==> config.mk <==
export PLATFORM = sky130hd
export DESIGN_NAME = ext_io_gateway
export DESIGN_NICKNAME = d
export VERILOG_FILES = /design/src/rtl/gw_pkg.sv /design/src/rtl/gw_ctrl_regs.sv /design/src/rtl/gw_bus_drive.sv /design/src/rtl/gw_cpu_lines.sv /design/src/rtl/ext_io_gateway.sv
export SDC_FILE = /design/constraint.sdc
export NUM_CORES = 1
export LEC_CHECK = 0
export BUFFER_PORTS_ARGS = -buffer_cell sky130_fd_sc_hd__buf_4
export CAP_MARGIN = 5
export CORE_MARGIN = 5
export CORE_UTILIZATION = 30
export DETAILED_ROUTE_END_ITERATION = 8
export PLACE_DENSITY = 0.62
export SYNTH_ARGS = -nofsm -noshare
export SYNTH_HDL_FRONTEND = slang
export SYNTH_SLANG_ARGS = --single-unit
==> constraint.sdc <==
create_clock -name clk -period 2.9 [get_ports clk]
set_input_delay 0.29 -clock clk [delete_from_list [all_inputs] [get_ports clk]]
set_output_delay 0.29 -clock clk [all_outputs]
set_load 0.01 [all_outputs]
==> src/rtl/gw_pkg.sv <==
package gw_pkg;
  localparam int GW_ADDR_W      = 8;
  localparam int GW_DATA_W      = 8;
  localparam int GW_RESV_BASE   = 'h80;
  localparam int GW_CTRL_PORT   = 'hEC;
  localparam int GW_MASK_PORT   = 'hE0;
  localparam int GW_EXIO_BIT    = 4;
  localparam int GW_IE_BIT      = 0;
  localparam int GW_STAT_BIT    = 3;

  typedef enum logic [1:0] {
    RD_NONE  = 2'd0,
    RD_CTRL  = 2'd1,
    RD_MASK  = 2'd2,
    RD_EXT   = 2'd3
  } rd_src_e;
endpackage

==> src/rtl/gw_ctrl_regs.sv <==
module gw_ctrl_regs #(
  parameter int ADDR_W    = gw_pkg::GW_ADDR_W,
  parameter int DATA_W    = gw_pkg::GW_DATA_W,
  parameter int RESV_BASE = gw_pkg::GW_RESV_BASE,
  parameter int CTRL_PORT = gw_pkg::GW_CTRL_PORT,
  parameter int MASK_PORT = gw_pkg::GW_MASK_PORT,
  parameter int EXIO_BIT  = gw_pkg::GW_EXIO_BIT,
  parameter int IE_BIT    = gw_pkg::GW_IE_BIT,
  parameter int STAT_BIT  = gw_pkg::GW_STAT_BIT
) (
  input  logic              clk,
  input  logic              rst,
  input  logic [ADDR_W-1:0] addr,
  input  logic [DATA_W-1:0] wdata,
  input  logic              iorq,
  input  logic              rd,
  input  logic              wr,
  input  logic              m1,
  input  logic              ext_int,
  input  logic              ext_sel,
  input  logic [DATA_W-1:0] ext_rdata,
  output logic              exio_en,
  output logic              int_en,
  output logic [DATA_W-1:0] rdata
);
  import gw_pkg::*;

  localparam logic [DATA_W-1:0] EXIO_MASK = DATA_W'(1) << EXIO_BIT;
  localparam logic [DATA_W-1:0] IE_MASK   = DATA_W'(1) << IE_BIT;
  localparam logic [ADDR_W-1:0] CTRL_A    = ADDR_W'(CTRL_PORT);
  localparam logic [ADDR_W-1:0] MASK_A    = ADDR_W'(MASK_PORT);
  localparam logic [ADDR_W-1:0] RESV_A    = ADDR_W'(RESV_BASE);

  logic [DATA_W-1:0] ctrl_q;
  logic [DATA_W-1:0] mask_q;
  logic              io_write;
  logic              io_read;
  logic              user_port;
  rd_src_e           rd_src;
  logic [DATA_W-1:0] rd_next;

  assign io_write  = iorq & wr & ~m1;
  assign io_read   = iorq & rd & ~m1;
  assign user_port = (addr < RESV_A);

  always_ff @(posedge clk) begin
    if (rst) begin
      ctrl_q <= '0;
      mask_q <= '0;
    end else if (io_write) begin
      if (addr == CTRL_A) ctrl_q <= wdata & EXIO_MASK;
      if (addr == MASK_A) mask_q <= wdata & IE_MASK;
    end
  end

  assign exio_en = ctrl_q[EXIO_BIT];
  assign int_en  = mask_q[IE_BIT];

  always_comb begin
    rd_src = RD_NONE;
    if (io_read) begin
      if (addr == CTRL_A)                       rd_src = RD_CTRL;
      else if (addr == MASK_A)                  rd_src = RD_MASK;
      else if (user_port && exio_en && ext_sel) rd_src = RD_EXT;
    end
  end

  always_comb begin
    unique case (rd_src)
      RD_CTRL: rd_next = ctrl_q;
      RD_MASK: begin
        rd_next           = mask_q;
        rd_next[STAT_BIT] = ext_int;
      end
      RD_EXT:  rd_next = ext_rdata;
      default: rd_next = '0;
    endcase
  end

  always_ff @(posedge clk) begin
    if (rst) rdata <= '0;
    else     rdata <= rd_next;
  end
endmodule

==> src/rtl/gw_bus_drive.sv <==
module gw_bus_drive #(
  parameter int ADDR_W    = gw_pkg::GW_ADDR_W,
  parameter int DATA_W    = gw_pkg::GW_DATA_W,
  parameter int RESV_BASE = gw_pkg::GW_RESV_BASE
) (
  input  logic              clk,
  input  logic              rst,
  input  logic              exio_en,
  input  logic [ADDR_W-1:0] addr,
  input  logic [DATA_W-1:0] wdata,
  input  logic              iorq,
  input  logic              rd,
  input  logic              wr,
  input  logic              m1,
  input  logic              ext_sel,
  output logic              bus_drive_en,
  output logic [ADDR_W-1:0] ext_addr,
  output logic [DATA_W-1:0] ext_wdata,
  output logic              ext_in,
  output logic              ext_out,
  output logic              ext_m1,
  output logic              ext_iorq,
  output logic              xcvr_to_cpu,
  output logic              ext_reset
);
  localparam logic [ADDR_W-1:0] RESV_A = ADDR_W'(RESV_BASE);

  logic user_port;
  logic in_next;
  logic out_next;
  logic ack_next;
  logic iorq_next;

  assign user_port = (addr < RESV_A);
  assign in_next   = exio_en & iorq & rd & ~m1 & user_port;
  assign out_next  = exio_en & iorq & wr & ~m1 & user_port;
  assign ack_next  = exio_en & iorq & m1;
  assign iorq_next = ack_next | (exio_en & iorq & user_port);

  always_ff @(posedge clk) begin
    ext_reset <= rst;
    if (rst) begin
      bus_drive_en <= 1'b0;
      ext_addr     <= '0;
      ext_wdata    <= '0;
      ext_in       <= 1'b0;
      ext_out      <= 1'b0;
      ext_m1       <= 1'b0;
      ext_iorq     <= 1'b0;
      xcvr_to_cpu  <= 1'b0;
    end else begin
      bus_drive_en <= exio_en;
      ext_addr     <= exio_en ? addr  : '0;
      ext_wdata    <= exio_en ? wdata : '0;
      ext_in       <= in_next;
      ext_out      <= out_next;
      ext_m1       <= exio_en & m1;
      ext_iorq     <= iorq_next;
      xcvr_to_cpu  <= in_next & ext_sel;
    end
  end
endmodule

==> src/rtl/gw_cpu_lines.sv <==
module gw_cpu_lines (
  input  logic clk,
  input  logic rst,
  input  logic exio_en,
  input  logic int_en,
  input  logic ext_wait,
  input  logic ext_int,
  output logic cpu_wait,
  output logic cpu_int
);
  always_ff @(posedge clk) begin
    if (rst) begin
      cpu_wait <= 1'b0;
      cpu_int  <= 1'b0;
    end else begin
      cpu_wait <= exio_en & ext_wait;
      cpu_int  <= int_en & ext_int;
    end
  end
endmodule

==> src/rtl/ext_io_gateway.sv <==
module ext_io_gateway #(
  parameter int ADDR_W    = gw_pkg::GW_ADDR_W,
  parameter int DATA_W    = gw_pkg::GW_DATA_W,
  parameter int RESV_BASE = gw_pkg::GW_RESV_BASE,
  parameter int CTRL_PORT = gw_pkg::GW_CTRL_PORT,
  parameter int MASK_PORT = gw_pkg::GW_MASK_PORT,
  parameter int EXIO_BIT  = gw_pkg::GW_EXIO_BIT,
  parameter int IE_BIT    = gw_pkg::GW_IE_BIT,
  parameter int STAT_BIT  = gw_pkg::GW_STAT_BIT
) (
  input  logic              clk,
  input  logic              rst,
  input  logic [ADDR_W-1:0] cpu_addr,
  input  logic [DATA_W-1:0] cpu_wdata,
  input  logic              cpu_iorq,
  input  logic              cpu_rd,
  input  logic              cpu_wr,
  input  logic              cpu_m1,
  output logic [DATA_W-1:0] cpu_rdata,
  output logic              cpu_wait,
  output logic              cpu_int,
  input  logic              ext_int,
  input  logic              ext_wait,
  input  logic              ext_sel,
  input  logic [DATA_W-1:0] ext_rdata,
  output logic              bus_drive_en,
  output logic [ADDR_W-1:0] ext_addr,
  output logic [DATA_W-1:0] ext_wdata,
  output logic              ext_in,
  output logic              ext_out,
  output logic              ext_m1,
  output logic              ext_iorq,
  output logic              xcvr_to_cpu,
  output logic              ext_reset
);
  logic exio_en;
  logic int_en;

  gw_ctrl_regs #(
    .ADDR_W(ADDR_W), .DATA_W(DATA_W), .RESV_BASE(RESV_BASE),
    .CTRL_PORT(CTRL_PORT), .MASK_PORT(MASK_PORT),
    .EXIO_BIT(EXIO_BIT), .IE_BIT(IE_BIT), .STAT_BIT(STAT_BIT)
  ) regs_i (
    .clk(clk), .rst(rst),
    .addr(cpu_addr), .wdata(cpu_wdata),
    .iorq(cpu_iorq), .rd(cpu_rd), .wr(cpu_wr), .m1(cpu_m1),
    .ext_int(ext_int), .ext_sel(ext_sel), .ext_rdata(ext_rdata),
    .exio_en(exio_en), .int_en(int_en), .rdata(cpu_rdata)
  );

  gw_bus_drive #(
    .ADDR_W(ADDR_W), .DATA_W(DATA_W), .RESV_BASE(RESV_BASE)
  ) drive_i (
    .clk(clk), .rst(rst), .exio_en(exio_en),
    .addr(cpu_addr), .wdata(cpu_wdata),
    .iorq(cpu_iorq), .rd(cpu_rd), .wr(cpu_wr), .m1(cpu_m1),
    .ext_sel(ext_sel),
    .bus_drive_en(bus_drive_en), .ext_addr(ext_addr), .ext_wdata(ext_wdata),
    .ext_in(ext_in), .ext_out(ext_out), .ext_m1(ext_m1), .ext_iorq(ext_iorq),
    .xcvr_to_cpu(xcvr_to_cpu), .ext_reset(ext_reset)
  );

  gw_cpu_lines lines_i (
    .clk(clk), .rst(rst), .exio_en(exio_en), .int_en(int_en),
    .ext_wait(ext_wait), .ext_int(ext_int),
    .cpu_wait(cpu_wait), .cpu_int(cpu_int)
  );
endmodule

==> impl_metrics.json, run 1 <==
{
  "clock_power_share_pct": 35.9,
  "hp-class": "input pin to flop",
  "worst-path-max-fanout": 21,
  "max-clock-path-buffers": 2,
  "antenna_found_initial": 0,
  "cts_tree": "yes",
  "clk_latency_ps": 330,
  "multi_input_area_um2": 357.8,
  "drtPass1Iterations": 4,
  "antenna_left": 0,
  "fin_crit_ps": 1126,
  "arrival_ps": 1410,
  "fillers": 345,
  "ys.flop_type": "dfxtp_1",
  "ys_seq_area_share_pct": 65.12,
  "syn-num-nets": 123,
  "internal_power_w": 0.0006566,
  "ir_worst_vdd_uv": 264.6,
  "cp-end-kind": "flop",
  "worstSetupPathType": "flop to flop",
  "cts_buffers": 5,
  "seq_area_um2": 700.7,
  "htree_levels": 2,
  "grt_pass1_wl_um": 4015,
  "worst_pin_slew_ps": 450.9,
  "grt_use_total_pct": 10.54,
  "rsz0062_at_grt": "no",
  "io_pins": 66,
  "grt_pass1_vias": 892,
  "gp_congestion": 0.7218,
  "yosysUniqueCellTypes": 21,
  "maxSlewViolCount": 0,
  "clkSinkCount": 35,
  "core-area_um2": 3416,
  "cap_violations": 0,
  "grt.overflow.total": 0,
  "finalSetupTns_ps": 0,
  "p_per_area_nw_per_um2": 491.7,
  "slew_headroom_pct": 69.91,
  "finalHoldViolCount": 0,
  "drt_iter0_markers": 45,
  "power.switching_w": 0.0001697,
  "placementRows": 21,
  "synth-async-reset-ratio_pct": 0,
  "seqPwrFrac_pct": 58.2,
  "drt-wirelength-per-cell_um": 12.24,
  "finalClockSkew_ps": 7.172,
  "ys_ff_latch": 35,
  "dieArea_um2": 4885,
  "clk_pin_slew_ps": 100,
  "cts_root_buf": "clkbuf_4",
  "finalSetupViolCount": 0,
  "timing.hold.ws_ps": 99.77,
  "synth-edff-count": 0,
  "final_nets": 193,
  "hpwl_um": 2074,
  "vias_per_cell": 4.217,
  "start_util_pct": 31.50,
  "r2r_setup_slack_ps": 1770,
  "power_w": 0.0008263,
  "start_kind": "flop",
  "drive_gt1_share_pct": 46.58,
  "timing.final.crit_share_pct": 38.82,
  "pwr-share-comb_pct": 5.9,
  "postCtsSetupBuffers": 0,
  "avgSynthCellArea_um2": 11.96,
  "drt_drc_violations_left": 0,
  "die_h_um": 69.89,
  "num_vias": 873,
  "hold_buffers": 0,
  "routed_wl_um": 2533,
  "ys_warn_count": 0,
  "max_freq_mhz": 888.3,
  "p_sw_share_pct": 20.54,
  "synth_area_um2": 1076,
  "power.leakage_nw": 0.8151,
  "grt_max_degree": 22,
  "die_w_um": 69.89,
  "syn_inst": 90,
  "antenna_cells": 0,
  "io_buffers": 65,
  "status": "complete, no violations",
  "required_ps": 3180,
  "top_regs": "drive_i.ext_addr x8, drive_i.ext_wdata x8, regs_i.rdata x8",
  "post_cts_resized": 0,
  "area_delta_synth_final_pct": 56.16
}
## placed cells by master, fill, tap and decap left out
cell	n
a21oi_1	1
a32oi_1	2
and2_1	23
and2b_1	1
and3b_1	1
and4b_1	3
and4b_4	1
and4bb_2	1
buf_4	65
clkbuf_1	1
clkbuf_4	5
clkbuf_8	2
dfxtp_1	35
inv_1	2
mux2i_1	2
nand2_1	2
nand2b_1	4
nand3_1	1
nand3b_1	1
nand4_1	2
nor2_1	4
nor4_4	1
o21ai_0	1
## layout make-up
cell class	instances	area share (%)
multi-input combinational	51	21.30
timing repair buffer	65	29.04
inverter	2	0.4468
clock buffer	8	4.095
tap	46	3.425
sequential	35	41.70
## through the flow
step	instance area, um2	worst slack (ps)	std cells	utilization [%]
2_1_floorplan	1076	1948	90	-
3_3_place_gp	1612	1651	199	47.18
3_5_place_dp	1612	1575	199	47.18
4_1_cts	1680	1729	207	49.19
5_1_grt	1680	1621	207	49.19
6_report	1680	1774	207	49.19
## power by group through the flow
stage | combinational, W | sequential (W) | clock, W
2_1_floorplan | 0.00000728 | 0.000493 | 0
3_3_place_gp | 0.0000481 | 0.000492 | 0
3_5_place_dp | 0.0000492 | 0.000492 | 0
4_1_cts | 0.0000492 | 0.000481 | 0.000305
5_1_grt | 0.0000525 | 0.000482 | 0.000330
6_report | 0.0000484 | 0.000481 | 0.000297
## logic make-up after synthesis
| group | share of synthesized area (%) |
|---|---|
| mux | 1.861 |
| simple gates | 28.84 |
| compound gates | 2.558 |
| flops | 65.12 |
| buf+inv | 1.627 |
## synth_stat cells, drive strengths merged (2+ instances only)
cell | instances | share of area, %
and4b | 4 | 4.1
nor2 | 4 | 1.4
nand4 | 2 | 1.2
and2 | 23 | 13
a32oi | 2 | 1.6
inv | 2 | 0.70
mux2i | 2 | 1.9
nand2b | 4 | 2.3
dfxtp | 35 | 65
nand2 | 2 | 0.70
## per-layer routing
layer  vias to the layer above  track usage [%]  wire length (um)
met1                       384            11.05              1034
met3                         8            6.026               291
met2                        44            16.58              1149
li1                        437                -                 -
met5                         -                0                 0
met4                         0            5.745                57
## path summary, 6_finish.rpt
kind / startpoint / endpoint / cells after the start
worst max-delay path: regs_i.ctrl_q[4] / drive_i.ext_out / 3
worst min-delay path: rst / drive_i.ext_reset / 1
worst max register to register: regs_i.ctrl_q[4] / drive_i.ext_out / 3
worst min register to register: regs_i.mask_q[0] / lines_i.cpu_int / 2
## critical path, stage by stage, from the launching register on
cell	delay, ps
dfxtp_1	360
nand2b_1	100
inv_1	360
and4b_1	250
Note: power is estimated with default switching activity, not from simulation.
==> run 2, diff against run 1 <==
==> constraint.sdc (replaced) <==
create_clock -name clk -period 1.2 [get_ports clk]
set_input_delay 0.12 -clock clk [delete_from_list [all_inputs] [get_ports clk]]
set_output_delay 0.12 -clock clk [all_outputs]
set_load 0.01 [all_outputs]
==> run 2 against run 1 <==
Compared with the run above: cell count grew 8.2%; sequential share of layout area shrank 3.9 points; clock power grew 83%; final area grew 10%; flip-flop and latch count is the same; utilization grew 5.1 points; die area is the same; wire length grew 15%.
==> impl_metrics.json, run 2 (synthesized netlist as in run 1, its figures left out) <==
{
  "busiest_layer": "met2",
  "crit_chain": "dlygate4sd3_1 > buf_4 > and4b_2 > a32oi_1 > nor2_1",
  "antenna_found_initial": 0,
  "clk_latency_ps": 320,
  "htree_levels": 2,
  "met2_usage_pct": 21.20,
  "die_w_um": 69.89,
  "gp_congestion": 0.7269,
  "layout_commonest_cell": "buf_4",
  "top_regs": "drive_i.ext_addr x8, drive_i.ext_wdata x8, regs_i.rdata x8",
  "grt_pass1_vias": 980,
  "status": "complete, no violations",
  "antenna_cells": 0,
  "grt_max_degree": 22,
  "fillers": 315,
  "io_pins": 66,
  "cp-end-kind": "flop",
  "maxSlewViolCount": 0,
  "postCtsSetupBuffers": 0,
  "cts_root_buf": "clkbuf_4",
  "power.leakage_nw": 0.8749,
  "utilization_pct": 54.29,
  "drt-wirelength-per-cell_um": 12.96,
  "finalClockSkew_ps": 2.769,
  "area_delta_synth_final_pct": 72.33,
  "drtPass1Iterations": 4,
  "finalSetupTns_ps": 0,
  "arrival_ps": 1330,
  "max_freq_mhz": 900.6,
  "grt.overflow.total": 0,
  "dieArea_um2": 4885,
  "die_h_um": 69.89,
  "drt_drc_violations_left": 0,
  "grt_use_total_pct": 12.13,
  "core-area_um2": 3416,
  "fin_crit_ps": 1110,
  "worst-path-max-fanout": 5,
  "num_vias": 934,
  "finalHoldViolCount": 0,
  "max-clock-path-buffers": 2,
  "path_delay_family": "buffers and inverters",
  "p_per_area_nw_per_um2": 1011,
  "timing.final.ws_setup_ps": 89.58,
  "dp_slack_ps": 68.01,
  "drive_gt1_share_pct": 43.82,
  "cap_violations": 0,
  "finalSetupViolCount": 0,
  "grt_pass1_wl_um": 4650,
  "slowest_stage": "dlygate4sd3_1",
  "routed_wl_um": 2902,
  "timing.final.crit_share_pct": 92.53,
  "critical-path-max-stage-delay_ps": 550,
  "grt_util_met3_pct": 5.739,
  "placed_area_um2": 1612,
  "ir_worst_vdd_uv": 699.4,
  "placementRows": 21,
  "start_util_pct": 31.50,
  "clkSinkCount": 35,
  "vias_per_cell": 4.170,
  "slew_headroom_pct": 83.03,
  "required_ps": 1420,
  "drt_iter0_markers": 45,
  "io_buffers": 65,
  "final_area_um2": 1854,
  "start_kind": "input pin",
  "worstSetupPathType": "input pin to flop",
  "worst_pin_slew_ps": 252.7,
  "final_nets": 212,
  "cts_buffers": 5,
  "rsz0062_at_grt": "no",
  "hp-class": "input pin to flop",
  "critPathBufInv": 2,
  "grtUsageMet1_pct": 12.30,
  "clk_pin_slew_ps": 90,
  "power_w": 0.001875,
  "mostFrequentLayoutCells": "buf_4 (65), dfxtp_1 (35), and2_1 (23)",
  "cts_tree": "yes",
  "antenna_left": 0
}
[run 2: report_power, final]
part	internal, W	switching [W]
sequential	0.00116	0.000000455
combinational	0.000119	0.0000507
clock	0.000208	0.000335
total	0.00149	0.000386
[run 2: per-stage QoR]
stage,instances,hold slack [ps]
6_report,224,26.88
4_1_cts,223,6.148
2_1_floorplan,90,147.7
5_1_grt,224,8.175
3_5_place_dp,199,279.2
3_3_place_gp,199,270.0
[run 2: timing repair]
action | in CTS | in global routing
endpoints found under the hold margin | 19 | 0
endpoints found under the setup margin | 0 | 16
hold buffers | 18 | 0
gates resized for setup | 0 | 6
[run 2: final cells by class]
type,instances,area [um2],share of cell area [%]
timing repair inverter,1,7.507,0.4049
timing repair buffer,83,670.6,36.17
sequential,35,700.7,37.79
clock buffer,6,41.29,2.227
multi-input combinational,51,365.4,19.70
tap,46,57.56,3.104
inverter,2,11.26,0.6073
[run 2: final timing paths]
path	from	endpoint	slack [ps]	depth (start not counted)
setup / recovery	cpu_addr[6]	regs_i.rdata[3]	90	5
setup reg to reg	regs_i.ctrl_q[4]	regs_i.rdata[7]	130	3
hold / removal	ext_rdata[0]	regs_i.rdata[0]	30	3
hold reg to reg	regs_i.mask_q[0]	lines_i.cpu_int	470	2
[run 2: layer usage]
layer	vias to the layer above	share of wire [%]
met5	-	0
met4	0	1.1
met3	5	12
met2	43	51
met1	409	36
li1	477	-
[run 2: worst register-to-register path, delay by kind of cell, from the launching register on]
family	cells	cell delay, ps
flops	1	380
simple gates	3	650
